[src/rtl/flag_shiftreg_pkg.sv]
package flag_shiftreg_pkg;
  typedef enum logic [1:0] {
    OP_HOLD  = 2'd0,
    OP_SHIFT = 2'd1,
    OP_LOAD  = 2'd2
  } flag_op_e;
endpackage

[src/rtl/flag_op_decode.sv]
module flag_op_decode
  import flag_shiftreg_pkg::*;
(
  input  logic     cc_en,
  input  logic     load_nshift,
  output flag_op_e op
);
  always_comb begin
    if (!cc_en)          op = OP_HOLD;
    else if (load_nshift) op = OP_LOAD;
    else                 op = OP_SHIFT;
  end
endmodule

[src/rtl/flag_store.sv]
module flag_store
  import flag_shiftreg_pkg::*;
#(
  parameter int                 N_FLAGS   = 4,
  parameter logic [N_FLAGS-1:0] RESET_VAL = '0
) (
  input  logic               clk,
  input  logic               rst,
  input  flag_op_e           op,
  input  logic [N_FLAGS-1:0] flags_in,
  output logic [N_FLAGS-1:0] store_q
);
  localparam int TOP = N_FLAGS - 1;

  logic [N_FLAGS-1:0] next_val;

  generate
    for (genvar b = 0; b < N_FLAGS; b++) begin : g_bit
      if (b == 0) begin : g_tail
        always_comb begin
          unique case (op)
            OP_LOAD:  next_val[b] = flags_in[b];
            OP_SHIFT: next_val[b] = 1'b0;
            default:  next_val[b] = store_q[b];
          endcase
        end
      end else begin : g_body
        always_comb begin
          unique case (op)
            OP_LOAD:  next_val[b] = flags_in[b];
            OP_SHIFT: next_val[b] = store_q[b-1];
            default:  next_val[b] = store_q[b];
          endcase
        end
      end
    end
  endgenerate

  always_ff @(posedge clk) begin
    if (rst) store_q <= RESET_VAL;
    else     store_q <= next_val;
  end

  assert_hold_R6: assert property (@(posedge clk) disable iff (rst)
    (op == OP_HOLD) |=> $stable(store_q));
  assert_shift_zero_R5: assert property (@(posedge clk) disable iff (rst)
    (op == OP_SHIFT) |=> (store_q[0] == 1'b0));
  assert_shift_move_R4: assert property (@(posedge clk) disable iff (rst)
    (op == OP_SHIFT) |=> (store_q[TOP:1] == $past(store_q[TOP-1:0])));
  assert_load_R2: assert property (@(posedge clk) disable iff (rst)
    (op == OP_LOAD) |=> (store_q == $past(flags_in)));
endmodule

[src/rtl/flag_shiftreg.sv]
module flag_shiftreg
  import flag_shiftreg_pkg::*;
#(
  parameter int                 N_FLAGS   = 4,
  parameter logic [N_FLAGS-1:0] RESET_VAL = '0
) (
  input  logic               clk,
  input  logic               rst,
  input  logic               cc_en,
  input  logic               load_nshift,
  input  logic [N_FLAGS-1:0] flags_in,
  output logic               flag_out
);
  localparam int READ_POS = N_FLAGS - 1;

  flag_op_e           op;
  logic [N_FLAGS-1:0] store_q;

  flag_op_decode u_dec (
    .cc_en       (cc_en),
    .load_nshift (load_nshift),
    .op          (op)
  );

  flag_store #(.N_FLAGS(N_FLAGS), .RESET_VAL(RESET_VAL)) u_store (
    .clk      (clk),
    .rst      (rst),
    .op       (op),
    .flags_in (flags_in),
    .store_q  (store_q)
  );

  assign flag_out = store_q[READ_POS];

  assert_reset_R1: assert property (@(posedge clk)
    rst |=> (flag_out == RESET_VAL[READ_POS]));
  assert_reset_wins_R7: assert property (@(posedge clk)
    (rst && cc_en) |=> (flag_out == RESET_VAL[READ_POS]));
  assert_load_carry_R3: assert property (@(posedge clk) disable iff (rst)
    (cc_en && load_nshift) |=> (flag_out == $past(flags_in[READ_POS])));
  assert_hold_out_R6: assert property (@(posedge clk) disable iff (rst)
    (!cc_en) |=> $stable(flag_out));
endmodule

[config.mk]
export PLATFORM = sky130hd
export DESIGN_NAME = flag_shiftreg
export DESIGN_NICKNAME = d
export VERILOG_FILES = /design/src/rtl/flag_shiftreg_pkg.sv /design/src/rtl/flag_op_decode.sv /design/src/rtl/flag_store.sv /design/src/rtl/flag_shiftreg.sv
export SDC_FILE = /design/constraint.sdc
export NUM_CORES = 1
export LEC_CHECK = 0
export CORE_AREA = 3 3 40 42
export CTS_CLUSTER_SIZE = 14
export DETAILED_ROUTE_END_ITERATION = 6
export DIE_AREA = 0 0 43 45
export DONT_BUFFER_PORTS = 1
export HOLD_SLACK_MARGIN = 0.02
export PLACE_DENSITY = 0.3
export SYNTH_ARGS = -nofsm -noshare
export SYNTH_HDL_FRONTEND = slang
export SYNTH_SLANG_ARGS = --single-unit
[constraint.sdc]
create_clock -name clk -period 1.1 [get_ports clk]
set_input_delay 0.22 -clock clk [delete_from_list [all_inputs] [get_ports clk]]
set_output_delay 0.22 -clock clk [all_outputs]
set_load 0.05 [all_outputs]
==> impl_results.md <==
- Crit-path cells: buf_4
- Initial antenna violation count: 0
- Tightest Pin Transition: 0.199 ns
- Setup TNS: 0 ns
- Maxcap violations: 0
- Crit path buf inv count: 1
- Synth warnings: 0
- Synthesized area: 165 µm²
- Reg with most FFs: u_store.store_q
- DRC viols: 0
- CTS H-tree lvls: 1
- Minimum period implied by the final worst setup slack: 0.976 ns
- Fin nets: 30
- DIE AREA: 1940 µm²
- Finish-stage setup viols: 0
- Most frequent cells in the layout: dfxtp_1 (4), mux2i_1 (3), nor2_1 (3), a211oi_1 (3), clkbuf_4 (3)
- Sequential-to-total area share from yosys stat: 48.5%
- Routed len/inst: 11.1 µm
- Total Routed Length: 389 µm
- Synthesized net count: 25
- Number of global-route vias before repair: 115
- Largest net degree at the start of global routing: 9
- Max reg flops: 4
- Antenna Cells: 0
- Total congestion overflow: 0
- CP top delay family: flip-flops
- Drt pass-1 iters: 2
- PwrDens: 1810 nW/µm²
- Biggest regs: u_store.store_q x4
- Worst Skew: 0.00237 ns
- CP Max Fanout: 2
- Die Wd: 43 µm
- Placer Congestion: 0.620
- Core area: 1280 µm²
- Combinational cell fraction of total power: 8.4%
- Crit end category: output pin
- Req. time, crit path: 0.88 ns
- Routed via count: 132
- GRT Util Overall: 5.00%
- Slew headroom: 86.7%
- Reg2Reg Depth: 2
- Peak supply drop: 562 µV
- Leakage power: 0.0825 nW
- Worst-path clk slew: 0.04 ns
- Vias/cell: 3.77
- Yosys top cell area share: 48.5%
- Initial drt markers: 9
- # Post-CTS Setup Buffers: 0
- Worst setup path category: reg -> out
- Worst hold path cell count: 1
- Final Hold Viols: 0
- Netlist cell types: 8
- Hpwl dp: 301 µm
- Number of placement rows: 13
- Post-synthesis register bit count: 4
- Mapped Cells: 17
- Count of input and output buffers: 0
- Worst hold path class: in -> reg
- Highest Clock Rate: 1.02 GHz
- CTS tree: done
- # hold bufs at CTS: 0
- Post-Syn Area per Cell: 9.72 µm²
- Status: complete, no violations
- Post-layout util: 16.3%
- Worst path arrival time: 0.76 ns
- Power share of the clock group: 49.5%
- Boundary pin count: 9
- Initial Util: 12.9%
- Critical path depth in cells: 1
- Fraction of power spent switching nets: 22.6%
- Fin. max-slew vios: 0
- Pint: 0.293 mW
- Largest cells by area after synthesis: dfxtp_1 (48%), mux2i_1 (18%), a211oi_1 (14%), nor2_1 (6.8%), nand2b_1 (3.8%)
- P_sw: 0.0856 mW
- Post-CTS Resized: 0
- P&R area growth vs syn: 26.5%
- Commonest non-fill, non-tap cell in the layout: dfxtp_1
- Die height: 45 µm
- Startpoint types: flip-flop
- RSZ-0062 raised after global routing: no
- Fin crit share: 88.7%
- Worst path slowest cell: dfxtp_1
- Post-route ant nets: 0
- Clock Path Buffers: 2
- CTS buffer count: 3
- Share of cells above drive strength 1: 20.0%
- Biggest area consumer among synthesized cells: dfxtp_1
- Global-route wire length before repair: 572 µm
- Root Buffer: clkbuf_4
- Clk Latency, worst-skew pair: 0.24 ns
- Crit-path max cell delay: 0.32 ns
- Seq pwr share: 42.1%
- Clk sinks: 4
## synth_stat cells
cell	count
a211oi_1	3
mux2i_1	3
nand3_1	1
a21oi_1	1
nor2_1	3
nand2b_1	1
clkbuf_2	1
dfxtp_1	4
## final cells by class
class	count	area [µm²]
flip-flops and latches	4	80.1
fillers	150	1080
well taps	15	18.8
multi-input cells	12	80.1
clock buffers	3	22.5
repair buffers	1	7.51
## per-layer routing
metal	track usage [%]	wire length (µm)	part of all wire (%)	up-vias
met5	0	0	0	-
met2	5.09	161	41	8
met4	1.81	0	0	0
met1	4.10	145	37	55
li1	-	-	-	69
met3	9.16	83	21	0
## final timing paths
check,from,end,slack [ns]
setup / recovery,u_store.store_q[3],flag_out,0.12
hold / removal,rst,u_store.store_q[0],0.05
setup reg to reg,u_store.store_q[0],u_store.store_q[1],0.37
hold reg to reg,u_store.store_q[0],u_store.store_q[0],0.47
## metrics by stage
stage                     cells  cell area (µm²)  hold WS, ns  power [mW]  worst slack, ns
after floorplan              17              165        0.289       0.191            0.125
after CTS                    35              209       0.0372       0.389            0.111
after global routing         35              209       0.0307       0.402           0.0722
after global placement       32              186        0.291       0.193            0.382
final                        35              209       0.0456       0.378            0.124
after detailed placement     32              186        0.293       0.194            0.373
## kinds of logic (layout without fill, tap and decap cells)
logic type      Yosys count  count (layout)  share of synthesized area [%]
buf+inv                   1               4                           3.03
simple gates              5               5                           13.6
mux                       3               3                           18.2
compound gates            4               4                           16.7
flops                     4               4                           48.5
## power groups by stage
| stage | clock network, mW | registers [mW] | logic (mW) |
|---|---|---|---|
| after global placement | 0 | 0.161 | 0.0319 |
| after CTS | 0.198 | 0.159 | 0.0322 |
| after detailed placement | 0 | 0.162 | 0.0320 |
| after global routing | 0.207 | 0.160 | 0.0346 |
| final | 0.187 | 0.159 | 0.0317 |
| after floorplan | 0 | 0.170 | 0.0207 |
No activity file was read; power rests on OpenSTA's default activity.
